[config.mk]
export PLATFORM = sky130hd
export DESIGN_NAME = i2c_regmap_slave
export DESIGN_NICKNAME = d
export VERILOG_FILES = /design/src/rtl/i2c_rs_pkg.sv /design/src/rtl/i2c_rs_sync.sv /design/src/rtl/i2c_rs_regfile.sv /design/src/rtl/i2c_rs_chg.sv /design/src/rtl/i2c_regmap_slave.sv
export SDC_FILE = /design/constraint.sdc
export NUM_CORES = 1
export LEC_CHECK = 0
export BUFFER_PORTS_ARGS = -buffer_cell sky130_fd_sc_hd__clkbuf_2
export CAP_MARGIN = 15
export CORE_MARGIN = 4
export CORE_UTILIZATION = 35
export CTS_CLUSTER_SIZE = 8
export DETAILED_ROUTE_END_ITERATION = 7
export SETUP_SLACK_MARGIN = 0.5
export SLEW_MARGIN = 20
export SYNTH_ARGS = -nofsm -noshare
export SYNTH_HDL_FRONTEND = slang
export SYNTH_SLANG_ARGS = --single-unit
[constraint.sdc]
create_clock -name clk -period 3.4 [get_ports clk]
set_input_delay 0.51 -clock clk [delete_from_list [all_inputs] [get_ports clk]]
set_output_delay 0.51 -clock clk [all_outputs]
set_load 0.005 [all_outputs]
[src/rtl/i2c_rs_pkg.sv]
package i2c_rs_pkg;

    localparam int STAT_BYTES = 5;
    localparam int STAT_BASE  = 2;

    typedef enum logic [2:0] {
        ST_IDLE,
        ST_ADDR,
        ST_ADDR_ACK,
        ST_WR,
        ST_WR_ACK,
        ST_RD,
        ST_RD_ACK,
        ST_SKIP
    } rs_state_e;

endpackage

[src/rtl/i2c_rs_sync.sv]
module i2c_rs_sync #(
    parameter int STAGES = 2
) (
    input  logic clk,
    input  logic rst_n,
    input  logic scl_i,
    input  logic sda_i,
    output logic sda_s,
    output logic scl_rise,
    output logic scl_fall,
    output logic start_det,
    output logic stop_det
);
    logic [STAGES-1:0] scl_pipe_q;
    logic [STAGES-1:0] sda_pipe_q;
    logic              scl_prev_q;
    logic              sda_prev_q;
    logic              scl_s;

    always_ff @(posedge clk or negedge rst_n) begin
        if (!rst_n) begin
            scl_pipe_q <= '1;
            sda_pipe_q <= '1;
            scl_prev_q <= 1'b1;
            sda_prev_q <= 1'b1;
        end else begin
            scl_pipe_q <= {scl_pipe_q[STAGES-2:0], scl_i};
            sda_pipe_q <= {sda_pipe_q[STAGES-2:0], sda_i};
            scl_prev_q <= scl_pipe_q[STAGES-1];
            sda_prev_q <= sda_pipe_q[STAGES-1];
        end
    end

    assign scl_s     = scl_pipe_q[STAGES-1];
    assign sda_s     = sda_pipe_q[STAGES-1];
    assign scl_rise  = scl_s & ~scl_prev_q;
    assign scl_fall  = ~scl_s & scl_prev_q;
    // data edges while the clock stays high mark bus conditions
    assign start_det = scl_s & scl_prev_q & sda_prev_q & ~sda_s;
    assign stop_det  = scl_s & scl_prev_q & ~sda_prev_q & sda_s;

endmodule

[src/rtl/i2c_rs_regfile.sv]
module i2c_rs_regfile
    import i2c_rs_pkg::*;
#(
    parameter int         DEPTH     = 16,
    parameter int         ADDR_W    = 4,
    parameter int         CAL_ADDR  = 10,
    parameter logic [7:0] CHIP_ID   = 8'h5C,
    parameter logic [3:0] VER_MAJOR = 4'd4,
    parameter logic [3:0] VER_MINOR = 4'd2
) (
    input  logic                    clk,
    input  logic                    rst_n,
    input  logic                    wr_en,
    input  logic [ADDR_W-1:0]       wr_addr,
    input  logic [7:0]              wr_data,
    input  logic [ADDR_W-1:0]       rd_addr,
    input  logic [8*STAT_BYTES-1:0] status_i,
    output logic [7:0]              rd_data,
    output logic                    calib_o
);
    localparam int FIRST_RW = STAT_BASE + STAT_BYTES;

    logic [7:0] cells [DEPTH];
    logic       calib_q;

    for (genvar g = 0; g < DEPTH; g++) begin : g_cell
        if (g == 0) begin : g_id
            assign cells[g] = CHIP_ID;
        end else if (g == 1) begin : g_ver
            assign cells[g] = {VER_MAJOR, VER_MINOR};
        end else if (g < FIRST_RW) begin : g_stat
            assign cells[g] = status_i[(g-STAT_BASE)*8 +: 8];
        end else if (g == CAL_ADDR) begin : g_cmd
            assign cells[g] = 8'h00;
        end else begin : g_rw
            logic [7:0] cell_q;
            always_ff @(posedge clk or negedge rst_n) begin
                if (!rst_n) begin
                    cell_q <= 8'h00;
                end else if (wr_en && wr_addr == ADDR_W'(g)) begin
                    cell_q <= wr_data;
                end
            end
            assign cells[g] = cell_q;
        end
    end

    always_ff @(posedge clk or negedge rst_n) begin
        if (!rst_n) begin
            calib_q <= 1'b0;
        end else begin
            calib_q <= wr_en && (wr_addr == ADDR_W'(CAL_ADDR)) && (wr_data != 8'h00);
        end
    end

    assign rd_data = cells[rd_addr];
    assign calib_o = calib_q;

endmodule

[src/rtl/i2c_rs_chg.sv]
module i2c_rs_chg
    import i2c_rs_pkg::*;
#(
    parameter int ADDR_W = 4
) (
    input  logic              clk,
    input  logic              rst_n,
    input  logic              evt_i,
    input  logic              rd_strobe,
    input  logic [ADDR_W-1:0] rd_addr,
    output logic              change_n
);
    typedef struct packed {
        logic [STAT_BYTES-1:0] seen;
        logic                  active;
    } chg_t;

    chg_t chg_d, chg_q;

    always_comb begin
        chg_d = chg_q;
        if (rd_strobe) begin
            for (int i = 0; i < STAT_BYTES; i++) begin
                if (rd_addr == ADDR_W'(STAT_BASE + i)) begin
                    chg_d.seen[i] = 1'b1;
                end
            end
        end
        if (chg_q.active && (&chg_d.seen)) begin
            chg_d.active = 1'b0;
        end
        // a fresh event overrides a release in the same cycle
        if (evt_i) begin
            chg_d.active = 1'b1;
            chg_d.seen   = '0;
        end
    end

    always_ff @(posedge clk or negedge rst_n) begin
        if (!rst_n) begin
            chg_q <= '0;
        end else begin
            chg_q <= chg_d;
        end
    end

    assign change_n = ~chg_q.active;

endmodule

[src/rtl/i2c_regmap_slave.sv]
module i2c_regmap_slave
    import i2c_rs_pkg::*;
#(
    parameter int         DEPTH       = 16,
    parameter int         SYNC_STAGES = 2,
    parameter int         CAL_ADDR    = 10,
    parameter logic [6:0] BASE_ADDR   = 7'h44,
    parameter logic [7:0] CHIP_ID     = 8'h5C,
    parameter logic [3:0] VER_MAJOR   = 4'd4,
    parameter logic [3:0] VER_MINOR   = 4'd2
) (
    input  logic                    clk,
    input  logic                    rst_n,
    input  logic                    scl_i,
    input  logic                    sda_i,
    output logic                    sda_oe,
    input  logic [1:0]              addr_sel,
    input  logic [8*STAT_BYTES-1:0] status_i,
    input  logic                    status_evt,
    output logic                    change_n,
    output logic                    calib_o
);
    localparam int ADDR_W = $clog2(DEPTH);

    typedef struct packed {
        rs_state_e         st;
        logic [3:0]        cnt;
        logic [7:0]        sh;
        logic [ADDR_W-1:0] ptr;
        logic              first;
        logic              oe;
    } fsm_t;

    fsm_t fsm_d, fsm_q;

    logic              sda_s, scl_rise, scl_fall, start_det, stop_det;
    logic              wr_en, rd_strobe;
    logic [7:0]        rd_data;
    logic [6:0]        my_addr;
    logic [ADDR_W-1:0] ptr_next;
    rs_state_e         cur_state;
    logic [ADDR_W-1:0] cur_ptr;

    i2c_rs_sync #(.STAGES(SYNC_STAGES)) u_sync (
        .clk       (clk),
        .rst_n     (rst_n),
        .scl_i     (scl_i),
        .sda_i     (sda_i),
        .sda_s     (sda_s),
        .scl_rise  (scl_rise),
        .scl_fall  (scl_fall),
        .start_det (start_det),
        .stop_det  (stop_det)
    );

    i2c_rs_regfile #(
        .DEPTH     (DEPTH),
        .ADDR_W    (ADDR_W),
        .CAL_ADDR  (CAL_ADDR),
        .CHIP_ID   (CHIP_ID),
        .VER_MAJOR (VER_MAJOR),
        .VER_MINOR (VER_MINOR)
    ) u_regs (
        .clk      (clk),
        .rst_n    (rst_n),
        .wr_en    (wr_en),
        .wr_addr  (fsm_q.ptr),
        .wr_data  (fsm_q.sh),
        .rd_addr  (fsm_q.ptr),
        .status_i (status_i),
        .rd_data  (rd_data),
        .calib_o  (calib_o)
    );

    i2c_rs_chg #(.ADDR_W(ADDR_W)) u_chg (
        .clk       (clk),
        .rst_n     (rst_n),
        .evt_i     (status_evt),
        .rd_strobe (rd_strobe),
        .rd_addr   (fsm_q.ptr),
        .change_n  (change_n)
    );

    assign my_addr  = {BASE_ADDR[6:2], addr_sel};
    assign ptr_next = (fsm_q.ptr == ADDR_W'(DEPTH - 1)) ? '0 : fsm_q.ptr + ADDR_W'(1);

    always_comb begin
        fsm_d     = fsm_q;
        wr_en     = 1'b0;
        rd_strobe = 1'b0;
        if (stop_det) begin
            fsm_d.st = ST_IDLE;
            fsm_d.oe = 1'b0;
        end else if (start_det) begin
            fsm_d.st  = ST_ADDR;
            fsm_d.cnt = '0;
            fsm_d.oe  = 1'b0;
        end else begin
            unique case (fsm_q.st)
                ST_ADDR: begin
                    if (scl_rise) begin
                        fsm_d.sh  = {fsm_q.sh[6:0], sda_s};
                        fsm_d.cnt = fsm_q.cnt + 4'd1;
                    end else if (scl_fall && fsm_q.cnt == 4'd8) begin
                        if (fsm_q.sh[7:1] == my_addr) begin
                            fsm_d.st = ST_ADDR_ACK;
                            fsm_d.oe = 1'b1;
                        end else begin
                            fsm_d.st = ST_SKIP;
                        end
                    end
                end
                ST_ADDR_ACK: begin
                    if (scl_fall) begin
                        fsm_d.cnt = '0;
                        if (fsm_q.sh[0]) begin
                            fsm_d.st = ST_RD;
                            fsm_d.sh = rd_data;
                            fsm_d.oe = ~rd_data[7];
                        end else begin
                            fsm_d.st    = ST_WR;
                            fsm_d.oe    = 1'b0;
                            fsm_d.first = 1'b1;
                        end
                    end
                end
                ST_WR: begin
                    if (scl_rise) begin
                        fsm_d.sh  = {fsm_q.sh[6:0], sda_s};
                        fsm_d.cnt = fsm_q.cnt + 4'd1;
                    end else if (scl_fall && fsm_q.cnt == 4'd8) begin
                        fsm_d.st = ST_WR_ACK;
                        fsm_d.oe = 1'b1;
                        if (fsm_q.first) begin
                            fsm_d.ptr   = fsm_q.sh[ADDR_W-1:0];
                            fsm_d.first = 1'b0;
                        end else begin
                            wr_en     = 1'b1;
                            fsm_d.ptr = ptr_next;
                        end
                    end
                end
                ST_WR_ACK: begin
                    if (scl_fall) begin
                        fsm_d.st  = ST_WR;
                        fsm_d.oe  = 1'b0;
                        fsm_d.cnt = '0;
                    end
                end
                ST_RD: begin
                    if (scl_rise) begin
                        fsm_d.cnt = fsm_q.cnt + 4'd1;
                    end else if (scl_fall) begin
                        if (fsm_q.cnt == 4'd8) begin
                            fsm_d.st  = ST_RD_ACK;
                            fsm_d.oe  = 1'b0;
                            rd_strobe = 1'b1;
                            fsm_d.ptr = ptr_next;
                        end else begin
                            fsm_d.sh = {fsm_q.sh[6:0], 1'b0};
                            fsm_d.oe = ~fsm_q.sh[6];
                        end
                    end
                end
                ST_RD_ACK: begin
                    if (scl_rise && sda_s) begin
                        fsm_d.st = ST_SKIP;
                    end else if (scl_fall) begin
                        fsm_d.st  = ST_RD;
                        fsm_d.cnt = '0;
                        fsm_d.sh  = rd_data;
                        fsm_d.oe  = ~rd_data[7];
                    end
                end
                default: begin
                    fsm_d.oe = 1'b0;
                end
            endcase
        end
    end

    always_ff @(posedge clk or negedge rst_n) begin
        if (!rst_n) begin
            fsm_q <= '{st: ST_IDLE, cnt: '0, sh: '0, ptr: '0, first: 1'b0, oe: 1'b0};
        end else begin
            fsm_q <= fsm_d;
        end
    end

    assign sda_oe    = fsm_q.oe;
    assign cur_state = fsm_q.st;
    assign cur_ptr   = fsm_q.ptr;

endmodule

==> results.md, run 1 <==
* Post-synth ARST share at 1.00
* Synth Area per Inst at around 11 um^2
* Rel. slew slack at 0.479
* Postcts setup bufs at 0
* F_max at roughly 410 MHz
* GRT Resource Usage Total at 0.165
* Initial antenna violation count at 0
* Startpoint Class: flop
* Synth Cell Area at roughly 0.0054 mm^2
* Worst Path Arrival at 2650 ps
* Fin crit share at 0.714
* Register area at around 0.0025 mm^2
* GP Congestion at roughly 0.9
* Cell leakage power at roughly 2.8 nW
* Comb power frac at 0.263
* Drt pass-1 iters at 5
* Diodes inserted at 0
* H-tree depth at 3
* Slew @ Worst Pin at around 800 ps
* Num ports at 50
* Pin count of the biggest net entering global routing at 87
* Internal power at 2.26 mW
* Root buf cell: clkbuf_16
* Grt ovf at 0
* Clock Skew at about 12 ps
* Ys flop type: dfrtp_1
* Vias per inst at 5.75
* Sequential area share after synthesis at 0.455
* Pwr dens at ~600 mW/mm^2
* First-pass GRT wire length at approximately 23 mm
* VDD IR max at ~290 uV
* Flops & latches, synth at 98
* Crit path max-delay family: simple AND/OR/NAND/NOR gates
* Die height at between 100 and 150 um
* CP required at around 3600 ps
* Final Power at 3.60 mW
* Clock sink count at just under 100
* CP Class: flop to flop
* Die Wd at approximately 130 um
* Port buffer count at ~50
* Area Overhead vs Synth at 12.8%
* WHS at between 200 and 250 ps
* Gr busiest metal: met2
* Post-synth EDFFs at 0
* Deepest clock path buffer count at 2
* Row cnt at 45
* Clock Power Share at 0.290
* Final nets at roughly 580
* Worst path buffer plus inverter count at 0
* Post-cts gate resize count at 0
* CTS Hold Buffers Added at 0
* Switching part of the total power at 0.371
* Final TNS setup at 0 ps
* Most frequent cell after synthesis: dfrtp_1
* Status: finished clean
* Remaining DRCs at 0
* RSZ-0062 raised after global routing: false
* Crit. End Element: flop
* Die area at between 0.015 and 0.02 mm^2
* Area share of the largest cell type after synthesis at 0.426
* CORE AREA at between 0.015 and 0.02 mm^2
* Cell with the largest stage delay on the worst path: dfrtp_1
* Top cells by area, synth: dfrtp_1 (43%), mux2_2 (9.8%), mux2_1 (6.9%), mux4_2 (3.8%), dfstp_2 (2.9%)
* Final setup viols at 0
* Initial Util at 0.357
* Netlist cell types at 63
* CTS buffer count at 9
* Overall routed net length at ~14 mm
* Mapped Cells at ~500
* Met1 Track Usage GR at 0.232
* CTS clk-pin slew, worst paths at roughly 70 ps
* Area of the multi-input gates at ~0.0028 mm^2
* M3 GR Usage at 0.0279
* Synth top cells by count: dfrtp_1 (92), mux2_2 (47), nor2_1 (36)
* Share of cells above drive strength 1 at 0.274
* Min Tclk post-route at ~2400 ps
* Post-synth top area cell: dfrtp_1
* Slowest stage delay, CP at between 600 and 700 ps
* Synthesized Nets at 546
* Avg WL per Cell at between 15 and 20 um
* Final design utilization at 0.402
* Final Hold Fails at 0
* Number of global-route vias before repair at 4195
* Reg power frac at 0.447
* HPWL after DPL at slightly below 10 mm
* Net load switching power at ~1.3 mW
* First-iteration detailed-routing DRC count at roughly 350
* Worst-path cell chain: nand3b_1 > nor3_1 > a31oi_1 > nor4_1 > a21oi_1
* Max FO, Critical Path at 24
* Final ANT Viol Nets at 0
* CTS tree: done
* Clock Latency Late Sink at approximately 350 ps
* Synth warn at 0
* Fillcell total at about 1500
* Fin. max-slew vios at 0
* Worst hold path type: input pin to async pin
* Max-capacitance violation count at 0
* M2 GR Usage at 0.257
* Vias at slightly above 4000
## path summary, 6_finish.rpt
kind / from / end / slack (ps) / cells after the start
worst max-delay path: cur_state[1] / u_chg.chg_q[0] / 970 / 5
worst min-delay path: rst_n / cur_state[0] / 220 / 1
worst max register to register: cur_state[1] / u_chg.chg_q[0] / 970 / 5
worst min register to register: u_sync.scl_pipe_q[0] / u_sync.scl_pipe_q[1] / 360 / 0
max in group asynchronous: rst_n / u_regs.g_cell[7].g_rw.cell_q[1] / 2480 / 2
min in group clk: scl_i / u_sync.scl_pipe_q[0] / 240 / 1
## power by group through the flow
stage	clock (mW)	sequential, mW	combinational, mW
after floorplan	0	1.35	0.904
after global placement	0	1.62	0.918
after detailed placement	0	1.62	0.935
after CTS	1.08	1.60	0.943
after global routing	1.11	1.64	1.06
final	1.04	1.61	0.946
## cells in the final DEF (no fill, tap or decap), types with 11 or more instances in the layout
| master | instances |
|---|---|
| a21oi_1 | 15 |
| nor2b_1 | 11 |
| nor2_1 | 36 |
| clkbuf_2 | 48 |
| o21ai_0 | 18 |
| mux2_1 | 33 |
| nor3_1 | 12 |
| nand2_1 | 31 |
| a31oi_1 | 17 |
| dfrtp_1 | 92 |
| mux2_2 | 47 |
## layout make-up
type | instances | share of cell area
Tap cell | 188 | 0.0386
Timing Repair Buffer | 56 | 0.0499
Sequential cell | 98 | 0.404
Multi-Input combinational cell | 353 | 0.453
Clock buffer | 9 | 0.0369
Clock inverter | 7 | 0.0123
Inverter | 10 | 0.00616
## layer usage
metal  share of wire  vias up
met3           0.060       21
met4           0.022        0
met2            0.47      146
met5               0        -
li1                -     1901
met1            0.45     2075
## through the flow
step	setup WS (ps)	instances	cell area, um^2
floorplan	1460	493	5400
global placement	1030	705	5790
detailed placement	1030	705	5790
CTS	1000	721	6090
global route	775	721	6100
finish	974	721	6100
## sequential cells by signal, summed over array words and instances, names as in the netlist
name,cells
u_sync.scl_pipe_q,2
u_sync.scl_prev_q,1
u_chg.chg_q,6
cur_state,3
cur_ptr,4
u_sync.sda_pipe_q,2
u_sync.sda_prev_q,1
u_regs.calib_o,1
u_regs.g_cell.g_rw.cell_q,64
fsm_q,13
sda_oe,1
## kinds of logic (layout without fill, tap and decap cells)
| logic type | after synthesis | count (layout) | share of synthesized area |
|---|---|---|---|
| AND/OR/NAND/NOR | 133 | 133 | 0.125 |
| AO/OA/AOI/OAI | 113 | 113 | 0.147 |
| flip-flops | 98 | 98 | 0.455 |
| multiplexers | 96 | 96 | 0.217 |
| buffers and inverters | 42 | 82 | 0.0340 |
| adder cells (fa/ha/maj) | 7 | 7 | 0.0157 |
| XOR/XNOR | 4 | 4 | 0.00649 |
Note: power is estimated with default switching activity, not from simulation.
==> run 2: changes to the inputs <==
clock period = 2.5 ns   (was 3.4 ns; I/O delays follow)
==> run 2 against run 1 <==
Effect of this change: the flow now finishes with violations (hold timing); sequential cell count unchanged; via count is 5.5% higher; sequential share of layout area fell by 3.6 points; utilization rose by 4.1 points; design area up 10%; count of clock-buffer cells in the layout rose by 1; critical endpoint is now sda_oe; largest cell class unchanged.
==> results.md, run 2 (synthesized netlist as in run 1, its figures left out) <==
* Final TNS setup at 0 ps
* CORE AREA at between 0.015 and 0.02 mm^2
* Startpoint Class: flop
* Worst Path Arrival at between 2000 and 2500 ps
* Max-capacitance violation count at 0
* Max reg flops at 64
* Avg WL per Cell at roughly 20 um
* First-pass GRT wire length at 24.2 mm
* Row cnt at 45
* HPWL after DPL at ~10 mm
* Worst path buffer plus inverter count at 1
* Final Power at 5.30 mW
* Vias per inst at about 5.8
* Origin of the worst setup path: cur_ptr[1]
* Max FO, Critical Path at 11
* Vias at roughly 4400
* Top flop regs: u_regs.g_cell.g_rw.cell_q x64, fsm_q x13, u_chg.chg_q x6
* VDD IR max at between 300 and 400 uV
* CP Class: flop to flop
* Most frequent cells in the layout: dfrtp_1 (88), clkbuf_2 (48), mux2_2 (47)
* Net load switching power at 1.97 mW
* Reg with most FFs: u_regs.g_cell.g_rw.cell_q
* Fin. max-slew vios at 0
* First-iteration detailed-routing DRC count at roughly 410
* Fin crit share at 0.797
* Worst R2R Path Depth at 6
* Die Wd at 132 um
* CTS buffer count at 9
* Final Hold Fails at 1
* Slowest stage delay, CP at 460 ps
* Share of cells above drive strength 1 at 0.420
* Clock Power Share at 0.267
* Internal power at roughly 3.3 mW
* Root buf cell: clkbuf_16
* Remaining DRCs at 0
* Final ANT Viol Nets at 0
* Overall routed net length at around 15 mm
* Number of global-route vias before repair at roughly 4500
* Pwr dens at 790 mW/mm^2
* Clock Skew at about 6.6 ps
* Die height at about 130 um
* Initial Util at 0.357
* Die area at roughly 0.017 mm^2
* H-tree depth at 3
* Pin count of the biggest net entering global routing at 63
* Deepest clock path buffer count at 2
* Reg power frac at 0.378
* CTS tree: done
* Cell leakage power at about 3.1 nW
* Area Overhead vs Synth at 24.2%
* Clock Latency Late Sink at 350 ps
* WHS at -1.01 ps
* Status: complete, but fails checks
* F_max at approximately 500 MHz
* CTS clk-pin slew, worst paths at ~70 ps
* CP required at roughly 2800 ps
* Crit path max-delay family: compound AO/OA/AOI/OAI gates
* Fillcell total at between 1000 and 1500
* Worst R2R Start: cur_ptr[1]
* Area of the multi-input gates at slightly above 0.003 mm^2
* Rel. slew slack at 0.533
* Leading cell type in the layout, fill and taps excluded: dfrtp_1
* Switching part of the total power at 0.371
* Register area at between 0.002 and 0.0025 mm^2
* Final setup viols at 0
* Final nets at about 620
* Min Tclk post-route at about 2000 ps
* Initial antenna violation count at 0
* Worst-path cell chain: buf_6 > mux2_2 > a21oi_1 > o22ai_1 > o32a_1 > o32ai_2
* Port buffer count at 49
* Clock sink count at around 100
* RSZ-0062 raised after global routing: true
* Num ports at 50
* Worst path depth at 6
* Failing checks: hold timing
* Worst hold path type: input pin to async pin
* GP Congestion at approximately 0.88
* Drt pass-1 iters at 5
* Crit. End Element: flop
* Grt ovf at 0
* Slew @ Worst Pin at approximately 700 ps
* Cell with the largest stage delay on the worst path: dfrtp_2
* Comb power frac at 0.356
* CTS Hold Buffers Added at 0
* GRT Resource Usage Total at 0.174
* Diodes inserted at 0
run 2: cell type report:
type                            count  area share
Clock inverter                      5     0.00801
Inverter                           10     0.00559
Tap cell                          188      0.0350
Clock buffer                       10      0.0356
Timing Repair Buffer               91      0.0874
Multi-Input combinational cell    353       0.461
Sequential cell                    98       0.367
run 2: layer usage:
layer	GRT usage	up-vias	wire, um
met5	0	-	0
met4	0.0612	0	328
li1	-	1973	-
met3	0.0321	22	773
met2	0.282	135	7250
met1	0.235	2241	6790
run 2: power groups by stage:
stage          sequential [mW]  clock, mW  combinational (mW)
6_report                  2.00       1.41                1.89
2_1_floorplan             1.84          0                1.23
4_1_cts                   1.98       1.44                1.76
3_3_place_gp              2.03          0                1.58
5_1_grt                   2.02       1.50                2.06
3_5_place_dp              2.04          0                1.60
run 2: stage by stage:
stage	setup slack (ps)	std cells	utilization	area, um^2
after CTS	492	750	0.426	6450
after global routing	412	755	0.443	6710
final	507	755	0.443	6710
after detailed placement	244	726	0.394	5960
after global placement	214	726	0.394	5960
after floorplan	563	493	-	5400
run 2: what timing repair did:
| item | in CTS | in global routing |
|---|---|---|
| buffers inserted | 9 | 5 |
| pin swaps | 3 | 7 |
| setup endpoints to repair | 75 | 74 |
| resized for setup | 27 | 53 |
run 2: path summary, 6_finish.rpt:
check	end	slack, ps
worst max-delay path	sda_oe	510
worst min-delay path	sda_oe	-1
worst max register to register	sda_oe	510
worst min register to register	u_sync.scl_pipe_q[1]	360
max in group asynchronous	cur_ptr[1]	1750
min in group clk	u_sync.scl_pipe_q[0]	100
==> run 3: changes to the inputs <==
clock period = 1.7 ns   (was 2.5 ns; I/O delays follow)
==> run 3 against run 2 <==
Effect of this change: worst setup slack worse by 760 ps; the flow finishes with violations (setup timing); via count is 5.2% higher; highest routed layer unchanged; largest cell class unchanged; clock skew is 1.4 ps lower.
==> results.md, run 3 (synthesized netlist as in run 1, its figures left out) <==
* FF-to-FF End: u_regs.g_cell[14].g_rw.cell_q[1]
* Num ports at 50
* CP Class: flop to flop
* Deepest clock path buffer count at 2
* Row cnt at 45
* CTS tree: done
* Remaining DRCs at 0
* Register area at ~0.0025 mm^2
* Die Wd at 132 um
* Cell with the largest stage delay on the worst path: dfstp_2
* Crit path max-delay family: simple AND/OR/NAND/NOR gates
* Worst-path cell chain: nand2b_4 > nor4_4 > and3_4 > buf_12 > nand2_8 > mux2_4
* First-iteration detailed-routing DRC count at approximately 320
* Root buf cell: clkbuf_16
* M3 GR Usage at 0.0324
* Grt ovf at 0
* Worst R2R Start: u_sync.scl_prev_q
* Clock Skew at between 5 and 6 ps
* Port buffer count at 49
* CP required at ~1900 ps
* H-tree depth at 3
* Placed cell area at approximately 0.0067 mm^2
* HPWL after DPL at about 11 mm
* F_max at 512 MHz
* Pin count of the biggest net entering global routing at 33
* Final Hold Fails at 0
* GRT Resource Usage Total at 0.190
* CTS clk-pin slew, worst paths at 70 ps
* Hold_sp: status_evt
* Clock Latency Late Sink at 350 ps
* Top flop regs: u_regs.g_cell.g_rw.cell_q x64, fsm_q x13, u_chg.chg_q x6
* Die area at approximately 0.017 mm^2
* Hold depth at 2
* Overall routed net length at between 15 and 20 mm
* Clock sink count at 98
* Leading cell type in the layout, fill and taps excluded: dfrtp_1
* Max-capacitance violation count at 0
* Worst R2R Path Depth at 6
* Failing checks: setup timing
* Fin. max-slew vios at 0
* Diodes inserted at 0
* Slowest stage delay, CP at between 500 and 600 ps
* RSZ-0062 raised after global routing: true
* Final Instance Area at 0.00788 mm^2
* Initial antenna violation count at 0
* Max FO, Critical Path at 8
* Cell leakage power at 3.59 nW
* Setup slack, reg-to-reg at -250 ps
* CORE AREA at between 0.015 and 0.02 mm^2
* Min Tclk post-route at about 2000 ps
* Met1 Track Usage GR at 0.253
* Final nets at 689
* Worst path buffer plus inverter count at 1
* Comb power frac at 0.453
* Die height at around 130 um
* Pwr dens at between 1000 and 1500 mW/mm^2
* Area Overhead vs Synth at 45.9%
* Initial Util at 0.357
* Worst Path Arrival at about 2200 ps
* Internal power at ~5.3 mW
* Clock Power Share at 0.232
* Reg with most FFs: u_regs.g_cell.g_rw.cell_q
* Gr busiest metal: met2
* VDD IR max at 538 uV
* Crit. End Element: flop
* Status: complete, but fails checks
* Vias at 4598
* Rel. slew slack at 0.722
* Fin crit share at 1.15
* M2 GR Usage at 0.311
* First-pass GRT wire length at roughly 27 mm
* Most frequent cells in the layout: dfrtp_1 (90), buf_4 (83), clkbuf_2 (47)
* Final ANT Viol Nets at 0
* GP Congestion at a little under 0.9
* Slew @ Worst Pin at roughly 420 ps
* Reg power frac at 0.316
* Vias per inst at 5.55
* Final Worst Setup Slack at -254 ps
* Startpoint Class: flop
* Placed Instances at between 700 and 800
* Hold Crit Endpoint: u_chg.chg_q[5]
* Avg WL per Cell at 19.7 um
* Number of global-route vias before repair at between 4000 and 5000
* CTS buffer count at 9
* Final setup viols at 84
* Max reg flops at between 60 and 70
* Switching part of the total power at 0.378
* Final TNS setup at -14250 ps
* Drt pass-1 iters at 4
* Worst hold path type: input pin to flop
* Share of cells above drive strength 1 at 0.562
* Area of the multi-input gates at 0.00352 mm^2
* Final design utilization at 0.520
* Fin cells at ~830
* Net load switching power at between 3 and 4 mW
* Fillcell total at between 1000 and 1500
==> run 3: cell types whose count changed in the layout (fill, tap and decap cells not counted), moves of 4 or more <==
cell / previous run / this run
buf_4: 40 / 83
buf_6: 1 / 17
o21ai_0: 17 / 5
buf_12: 1 / 10
o21ai_1: 1 / 10
a31oi_1: 17 / 9
a31oi_4: 0 / 6
o22ai_1: 10 / 4
o22ai_2: 0 / 5
nand2_1: 28 / 24
nor2_1: 35 / 31
==> run 3: timing repair <==
item	4_1_cts	5_1_grt
pin swaps	23	24
hold buffers	3	0
endpoints found under the hold margin	22	0
setup buffers	9	14
setup endpoints to repair	92	93
resized for setup	88	57
cloned	0	1
==> run 3: metrics by stage <==
step / setup WS, ps / hold slack, ps / total power [mW]
after floorplan: -179 / -40.6 / 4.73
after global placement: -328 / 212 / 5.91
after detailed placement: -352 / 222 / 5.97
after CTS: -212 / 136 / 8.19
after global routing: -302 / 168 / 9.00
final: -254 / 156 / 8.53
==> run 3: worst max path at each step <==
stage / from / endpoint / slack (ps) / cells after the start
6_report: u_sync.scl_prev_q / u_regs.g_cell[14].g_rw.cell_q[1] / -250 / 6
5_1_grt: cur_state[2] / u_regs.g_cell[14].g_rw.cell_q[7] / -300 / 6
3_5_place_dp: fsm_q[14] / u_regs.g_cell[11].g_rw.cell_q[3] / -350 / 7
4_1_cts: cur_ptr[1] / sda_oe / -210 / 6
3_3_place_gp: fsm_q[14] / u_regs.g_cell[11].g_rw.cell_q[3] / -330 / 7
2_1_floorplan: fsm_q[14] / u_regs.g_cell[11].g_rw.cell_q[3] / -180 / 7
==> run 3: power by group through the flow <==
| stage | combinational, mW | clock, mW | sequential [mW] |
|---|---|---|---|
| 6_report | 3.86 | 1.98 | 2.69 |
| 5_1_grt | 4.17 | 2.11 | 2.72 |
| 4_1_cts | 3.49 | 2.01 | 2.68 |
| 3_5_place_dp | 3.24 | 0 | 2.73 |
| 3_3_place_gp | 3.19 | 0 | 2.72 |
| 2_1_floorplan | 2.02 | 0 | 2.71 |
==> run 3: final cells by class <==
type,count,share of cell area
Sequential cell,98,0.312
Tap cell,188,0.0299
Clock inverter,5,0.00476
Timing Repair Buffer,164,0.170
Clock buffer,11,0.0308
Multi-Input combinational cell,353,0.447
Inverter,10,0.00524
==> run 3: per-layer routing <==
| layer | vias to the layer above | part of all wire |
|---|---|---|
| met1 | 2317 | 0.44 |
| met3 | 27 | 0.051 |
| li1 | 2120 | - |
| met2 | 134 | 0.48 |
| met5 | - | 0 |
| met4 | 0 | 0.024 |
